### config.mk
export PLATFORM = sky130hd
export DESIGN_NAME = user_bit_ring
export DESIGN_NICKNAME = d
export VERILOG_FILES = /design/src/rtl/ubr_pkg.sv /design/src/rtl/ubr_hostregs.sv /design/src/rtl/ubr_shifter.sv /design/src/rtl/user_bit_ring.sv
export SDC_FILE = /design/constraint.sdc
export NUM_CORES = 1
export LEC_CHECK = 0
export BUFFER_PORTS_ARGS = -buffer_cell sky130_fd_sc_hd__buf_2
export CAP_MARGIN = 20
export CORE_MARGIN = 5
export CORE_UTILIZATION = 65
export DETAILED_ROUTE_END_ITERATION = 16
export PLACE_DENSITY = 0.88
export SYNTH_ARGS = -nofsm -noshare
export SYNTH_HDL_FRONTEND = slang
export SYNTH_HIERARCHICAL = 1
export SYNTH_SLANG_ARGS = --single-unit
### constraint.sdc
create_clock -name clk -period 3 [get_ports clk]
set_clock_uncertainty 0.2 [all_clocks]
set_input_delay 0.15 -clock clk [delete_from_list [all_inputs] [get_ports clk]]
set_output_delay 0.15 -clock clk [all_outputs]
set_load 0.01 [all_outputs]
### src/rtl/ubr_pkg.sv
// Shared constants for the user-bit ring: location map and bit positions.
package ubr_pkg;
    localparam int RING_BYTES = 4;            // user-data locations in the ring
    localparam int RING_BASE  = 4;            // first ring location
    localparam int LOCS       = RING_BASE + RING_BYTES;
    localparam int LOC_W      = $clog2(LOCS);
    localparam int IDX_W      = $clog2(RING_BYTES);
    localparam int LOC_STATUS = 0;
    localparam int LOC_CTRL   = 1;
    localparam int FLAG_BIT   = 7;            // status: byte freed
    localparam int IEN_BIT    = 0;            // control: interrupt enable
endpackage

### src/rtl/ubr_hostregs.sv
// Host-side location file: status byte, control bytes and the user ring.
// Assumes the host access is single-cycle and DATA_W is at least 8.
// The ring has a second read port (ring_idx -> ring_byte) for the serializer.
module ubr_hostregs
    import ubr_pkg::*;
#(
    parameter int DATA_W = 8,
    parameter int ADDR_W = 5
) (
    input  logic              clk,
    input  logic              rst_n,
    input  logic              host_cs,
    input  logic              host_we,
    input  logic [ADDR_W-1:0] host_addr,
    input  logic [DATA_W-1:0] host_wdata,
    output logic [DATA_W-1:0] host_rdata,
    input  logic [IDX_W-1:0]  ring_idx,
    output logic [DATA_W-1:0] ring_byte,
    input  logic              load_evt,
    input  logic [IDX_W-1:0]  load_idx,
    output logic              freed_flag,
    output logic              irq_en
);
    logic              in_range;
    logic [LOC_W-1:0]  loc;
    logic              wr_en;
    logic              rd_en;
    logic [DATA_W-1:0] ring_q [RING_BYTES];
    logic [DATA_W-1:0] cfg_q  [1:RING_BASE-1];
    logic              flag_q;
    logic [LOC_W-1:0]  frd_q;

    // Decode the host address into a local location and access strobes.
    always_comb begin
        in_range = (host_addr < ADDR_W'(LOCS));
        loc      = host_addr[LOC_W-1:0];
        wr_en    = host_cs && host_we && in_range;
        rd_en    = host_cs && !host_we && in_range;
    end

    // One storage register per ring location, written only by the host.
    for (genvar g = 0; g < RING_BYTES; g++) begin : g_ring
        always_ff @(posedge clk) begin
            if (!rst_n)
                ring_q[g] <= '0;
            else if (wr_en && loc == LOC_W'(RING_BASE + g))
                ring_q[g] <= host_wdata;
        end
    end

    // Control bytes between status and the ring.
    for (genvar c = 1; c < RING_BASE; c++) begin : g_cfg
        always_ff @(posedge clk) begin
            if (!rst_n)
                cfg_q[c] <= '0;
            else if (wr_en && loc == LOC_W'(c))
                cfg_q[c] <= host_wdata;
        end
    end

    // Status: a load sets the flag and records the freed location; a status read clears the flag.
    always_ff @(posedge clk) begin
        if (!rst_n) begin
            flag_q <= 1'b0;
            frd_q  <= '0;
        end else if (load_evt) begin
            flag_q <= 1'b1;
            frd_q  <= LOC_W'(RING_BASE) + LOC_W'(load_idx);
        end else if (rd_en && loc == LOC_W'(LOC_STATUS)) begin
            flag_q <= 1'b0;
        end
    end

    // Host read multiplexer; out-of-range addresses return zero.
    always_comb begin
        host_rdata = '0;
        if (in_range) begin
            if (loc == LOC_W'(LOC_STATUS)) begin
                host_rdata[FLAG_BIT]  = flag_q;
                host_rdata[LOC_W-1:0] = frd_q;
            end else if (loc < LOC_W'(RING_BASE)) begin
                host_rdata = cfg_q[loc];
            end else begin
                host_rdata = ring_q[IDX_W'(loc - LOC_W'(RING_BASE))];
            end
        end
    end

    // Second read port and control outputs.
    assign ring_byte  = ring_q[ring_idx];
    assign freed_flag = flag_q;
    assign irq_en     = cfg_q[LOC_CTRL][IEN_BIT];

    a_r6_flag_on_load: assert property (@(posedge clk) disable iff (!rst_n)
        load_evt |=> flag_q && frd_q == LOC_W'(RING_BASE) + LOC_W'($past(load_idx)));

    a_r8_read_clears: assert property (@(posedge clk) disable iff (!rst_n)
        (host_cs && !host_we && host_addr == '0 && !load_evt) |=> !flag_q);

    a_r10_no_alias: assert property (@(posedge clk) disable iff (!rst_n)
        (host_cs && host_we && host_addr >= ADDR_W'(LOCS)) |=>
            $stable(ring_q[0]) && $stable(cfg_q[LOC_CTRL]));
endmodule

### src/rtl/ubr_shifter.sv
// Internal read side: cyclic ring pointer, bit counter and LSB-first shifter.
// Assumes sample_tick is a single-cycle pulse; the byte under the pointer is
// loaded on the first tick of each byte and its D0 leaves on that same tick.
module ubr_shifter
    import ubr_pkg::*;
#(
    parameter int DATA_W = 8
) (
    input  logic              clk,
    input  logic              rst_n,
    input  logic              sample_tick,
    input  logic [DATA_W-1:0] ring_byte,
    output logic [IDX_W-1:0]  ring_idx,
    output logic              load_evt,
    output logic [IDX_W-1:0]  load_idx,
    output logic              user_bit
);
    localparam int CNT_W = $clog2(DATA_W);

    logic [CNT_W-1:0]  cnt_q;
    logic [IDX_W-1:0]  idx_q;
    logic [DATA_W-1:0] sh_q;
    logic              bit_q;

    // A load happens on the tick that starts a byte.
    assign load_evt = sample_tick && cnt_q == '0;
    assign load_idx = idx_q;
    assign ring_idx = idx_q;
    assign user_bit = bit_q;

    // Advance one bit per tick; at a byte start take the ring byte and step the pointer.
    always_ff @(posedge clk) begin
        if (!rst_n) begin
            cnt_q <= '0;
            idx_q <= '0;
            sh_q  <= '0;
            bit_q <= 1'b0;
        end else if (sample_tick) begin
            if (cnt_q == '0) begin
                bit_q <= ring_byte[0];
                sh_q  <= ring_byte >> 1;
                idx_q <= (idx_q == IDX_W'(RING_BYTES - 1)) ? '0 : idx_q + 1'b1;
            end else begin
                bit_q <= sh_q[0];
                sh_q  <= sh_q >> 1;
            end
            cnt_q <= (cnt_q == CNT_W'(DATA_W - 1)) ? '0 : cnt_q + 1'b1;
        end
    end

    a_r3_hold_without_tick: assert property (@(posedge clk) disable iff (!rst_n)
        !sample_tick |=> $stable(bit_q));

    a_r5_wrap_to_first: assert property (@(posedge clk) disable iff (!rst_n)
        (load_evt && idx_q == IDX_W'(RING_BYTES - 1)) |=> idx_q == '0);
endmodule

### src/rtl/user_bit_ring.sv
// Top of the user-bit ring serializer: host location file plus cyclic
// LSB-first shifter, with an active-low byte-freed interrupt.
// Assumes one clock domain for host and sample tick.
module user_bit_ring
    import ubr_pkg::*;
#(
    parameter int DATA_W = 8,
    parameter int ADDR_W = 5
) (
    input  logic              clk,
    input  logic              rst_n,
    input  logic              host_cs,
    input  logic              host_we,
    input  logic [ADDR_W-1:0] host_addr,
    input  logic [DATA_W-1:0] host_wdata,
    output logic [DATA_W-1:0] host_rdata,
    input  logic              sample_tick,
    output logic              user_bit,
    output logic              irq_n
);
    logic [IDX_W-1:0]  ring_idx;
    logic [DATA_W-1:0] ring_byte;
    logic              load_evt;
    logic [IDX_W-1:0]  load_idx;
    logic              freed_flag;
    logic              irq_en;

    ubr_hostregs #(.DATA_W(DATA_W), .ADDR_W(ADDR_W)) u_regs (
        .clk        (clk),
        .rst_n      (rst_n),
        .host_cs    (host_cs),
        .host_we    (host_we),
        .host_addr  (host_addr),
        .host_wdata (host_wdata),
        .host_rdata (host_rdata),
        .ring_idx   (ring_idx),
        .ring_byte  (ring_byte),
        .load_evt   (load_evt),
        .load_idx   (load_idx),
        .freed_flag (freed_flag),
        .irq_en     (irq_en)
    );

    ubr_shifter #(.DATA_W(DATA_W)) u_shift (
        .clk         (clk),
        .rst_n       (rst_n),
        .sample_tick (sample_tick),
        .ring_byte   (ring_byte),
        .ring_idx    (ring_idx),
        .load_evt    (load_evt),
        .load_idx    (load_idx),
        .user_bit    (user_bit)
    );

    // Interrupt is driven low while a freed byte is pending and enabled.
    assign irq_n = !(freed_flag && irq_en);

    a_r7_irq_needs_enable: assert property (@(posedge clk) disable iff (!rst_n)
        !irq_n |-> irq_en && freed_flag);
endmodule

==> results.md <==
- Status: finished clean
- First-pass GRT wire length: about 14000 um
- CP Cell Sequence: buf_2 > mux2_4 > a22oi_1 > o22ai_1 > o21a_1 > buf_2
- DRT antenna net count: 0
- Max incr delay on CP: approximately 0.66 ns
- Routability cong.: 0.872
- Worst skew pair latency: 0.36 ns
- CP endpoint kind: output port
- Pins Over Slew Limit: 0
- Vias per inst: 6.18
- Site row count: 28
- DRC: 0
- Most frequent cells in the layout: and2_1, edfxtp_1, buf_2, mux2i_1, dfxtp_1
- Setup violations, final: 0
- Max Root-Sink Buffers: 2
- Period utilization: 70.4%
- Worst Min Path Start: rst_n
- Leakage: 1.65 nW
- First-pass iteration count of the detailed router: 4
- Synthesized cell area: 3910 sq um
- Num CTS Buffers: 9
- Power Dens Cells: 539 nW/um^2
- Die Footprint: 7660 sq um
- Crit-path max FO: 35
- Syn nets: 328
- Post-CTS setup buffer count: 0
- Synthesis-stage register bit count: 73
- Peak Freq: 473 MHz
- Worst slew margin: 42.3%
- Number of enable flip-flop cells after synthesis: 56
- Die Ht: 87.5 um
- Core Area: 5890 sq um
- Number of antenna violations at the first check in global routing: 0
- Root buffer cell: clkbuf_8
- Seq/Total Area, Yosys: between 50 and 60%
- Clk sinks: 73
- H-tree Lvls: 3
- WL final: 8380 um
- RSZ-0062 raised after global routing: no
- Die X-Extent: 87.5 um
- Hold Crit Depth: 2
- Ys Warns: 6
- FF-to-FF path depth: 3
- Startpoint Class: input port
- Setup TNS: 0 ns
- Share of cells above drive strength 1: 24.4%
- Clock slew seen by the registers of the worst setup and hold paths: 0.09 ns
- WHS Endpoint: u_shift/cnt_q[0]$_SDFFE_PN0P_
- Slew @ Worst Pin: 0.865 ns
- Mapped Avg Cell Area: 12.8 sq um
- Area contributors post-synth: edfxtp_1, and2_1, dfxtp_1
- Ys flop type: edfxtp_1
- Starting density of the core: 66.4%
- Final Hold Fails: 0
- Yosys cell types: 44
- Crit path time final: 2.11 ns
- Data arrival time of the worst path: approximately 1.8 ns
- DR iter-0 viols: approximately 260
- R2R Path End: u_shift/sh_q[2]$_SDFFE_PN0P_
- Overall Global Routing Usage: 24.2%
- Setup CP Type: in -> out
- Async S/R FF share, synth: 0%
- Diode count: 0
- Max-cap viol count: 0
- Largest net degree at the start of global routing: 36
- Slowest library cell on the worst path: buf_2
- Post-Layout Cell Count: 423
- Reg2Reg Setup Slack: 0.92 ns
- R2R Path Start: u_shift/load_idx[0]$_SDFFE_PN0P_
- Post-Synthesis Cells: around 310
- WP data required: around 2.7 ns
- Port bufs: 27
- Nets: ~370
- Hpwl dp: around 5500 um
- VDD IR max: 0.387 mV
- Post-Place Cells: approximately 400
- Crit path top cell by count: buf_2
- Routed WL per cell: just under 20 um
- Worst path bufs/invs: 2
- Via total after detailed routing: 2614
- Cell taking the most area after synthesis: edfxtp_1
- Worst Hold Class: in -> reg
- Grt total ovfl: 0
- Area grow syn2layout: 11.8%
- IO Pins: 28
- Synth top area share: 43.0%
- Vias in the first global route: 2670
- Top delay family on crit path: buffers and inverters
- CTS tree: yes
[sequential cells by signal, indices dropped and copies added (netlist names)]
signal,count
u_shift/user_bit,1
u_regs/cfg_q,24
u_shift/load_idx,2
u_regs/ring_q,32
u_shift/cnt_q,3
u_shift/sh_q,7
u_regs/freed_flag,1
u_regs/frd_q,3
[how the worst max path moves through the flow]
| stage | from | end | slack [ns] | cells after the start |
|---|---|---|---|---|
| 3_3_place_gp | host_addr[1] | u_regs/cfg_q[2][7]$_SDFFCE_PN0P_ | 0.90 | 4 |
| 2_1_floorplan | host_addr[1] | u_regs/ring_q[0][0]$_SDFFCE_PN0P_ | 1.14 | 4 |
| 6_report | host_addr[1] | host_rdata[2] | 0.89 | 6 |
| 3_5_place_dp | host_addr[1] | u_regs/cfg_q[2][4]$_SDFFCE_PN0P_ | 0.87 | 4 |
| 4_1_cts | host_addr[1] | host_rdata[2] | 0.90 | 6 |
| 5_1_grt | host_addr[1] | host_rdata[2] | 0.75 | 6 |
[routing by layer]
metal	vias up	wire length [um]	track usage, %
met5	-	0	0
met4	0	162	9.34
met3	14	560	4.80
met2	108	4300	40.5
met1	1286	3360	31.2
li1	1206	-	-
[what timing repair did]
action / in CTS / in global routing
hold buffers: 10 / 0
resized for setup: 0 / 0
hold endpoints to repair: 54 / 0
endpoints found under the setup margin: 0 / 0
[cells in the mapped netlist (2+ instances only)]
master,instances
nor2b_1,3
nand4b_1,2
nor2_1,15
buf_6,5
and2_1,56
and4bb_1,7
mux4_2,12
ha_1,4
a311oi_1,7
a211oi_1,3
mux2_4,4
a22oi_1,3
nand2_1,8
a211oi_2,5
edfxtp_1,56
a21oi_1,8
o22ai_1,4
o21a_1,5
dfxtp_1,17
buf_4,5
a21boi_0,2
mux2i_1,17
inv_1,10
buf_2,6
and3b_1,2
nand2b_1,5
buf_12,2
nor2_2,5
o21ai_0,13
[cells by family after synthesis]
family / synth area share, %
fa+ha+maj: 1.28
compound gates: 9.73
flops: 51.7
simple gates: 18.8
buf+inv: 5.63
mux: 12.8
[per-stage QoR]
stage / hold WS, ns / area, sq um / util (%) / total power, W / setup WS, ns
after CTS: 0.0267 / 4370 / 74.2 / 0.00236 / 0.896
after floorplan: 0.0918 / 3910 / - / 0.00141 / 1.14
after global routing: 0.0586 / 4370 / 74.2 / 0.00244 / 0.745
after detailed placement: 0.265 / 4020 / 68.3 / 0.00147 / 0.873
after global placement: 0.252 / 4020 / 68.3 / 0.00146 / 0.900
final: 0.0262 / 4370 / 74.2 / 0.00235 / 0.887
[area by class of cell]
type	count	area, sq um
Sequential cell	73	2020
Multi-Input combinational cell	203	1670
Fill cell	373	1520
Timing Repair Buffer	46	303
Clock buffer	13	224
Tap cell	75	93.8
Inverter	10	37.5
Clock inverter	3	22.5
[where the power goes]
part / switching, W / internal (W) / leakage (nW)
clock: 0.000385 / 0.000504 / 0.126
sequential: 0.0000457 / 0.00115 / 0.673
combinational: 0.000141 / 0.000132 / 0.848
(Power assumes the default switching activity.)
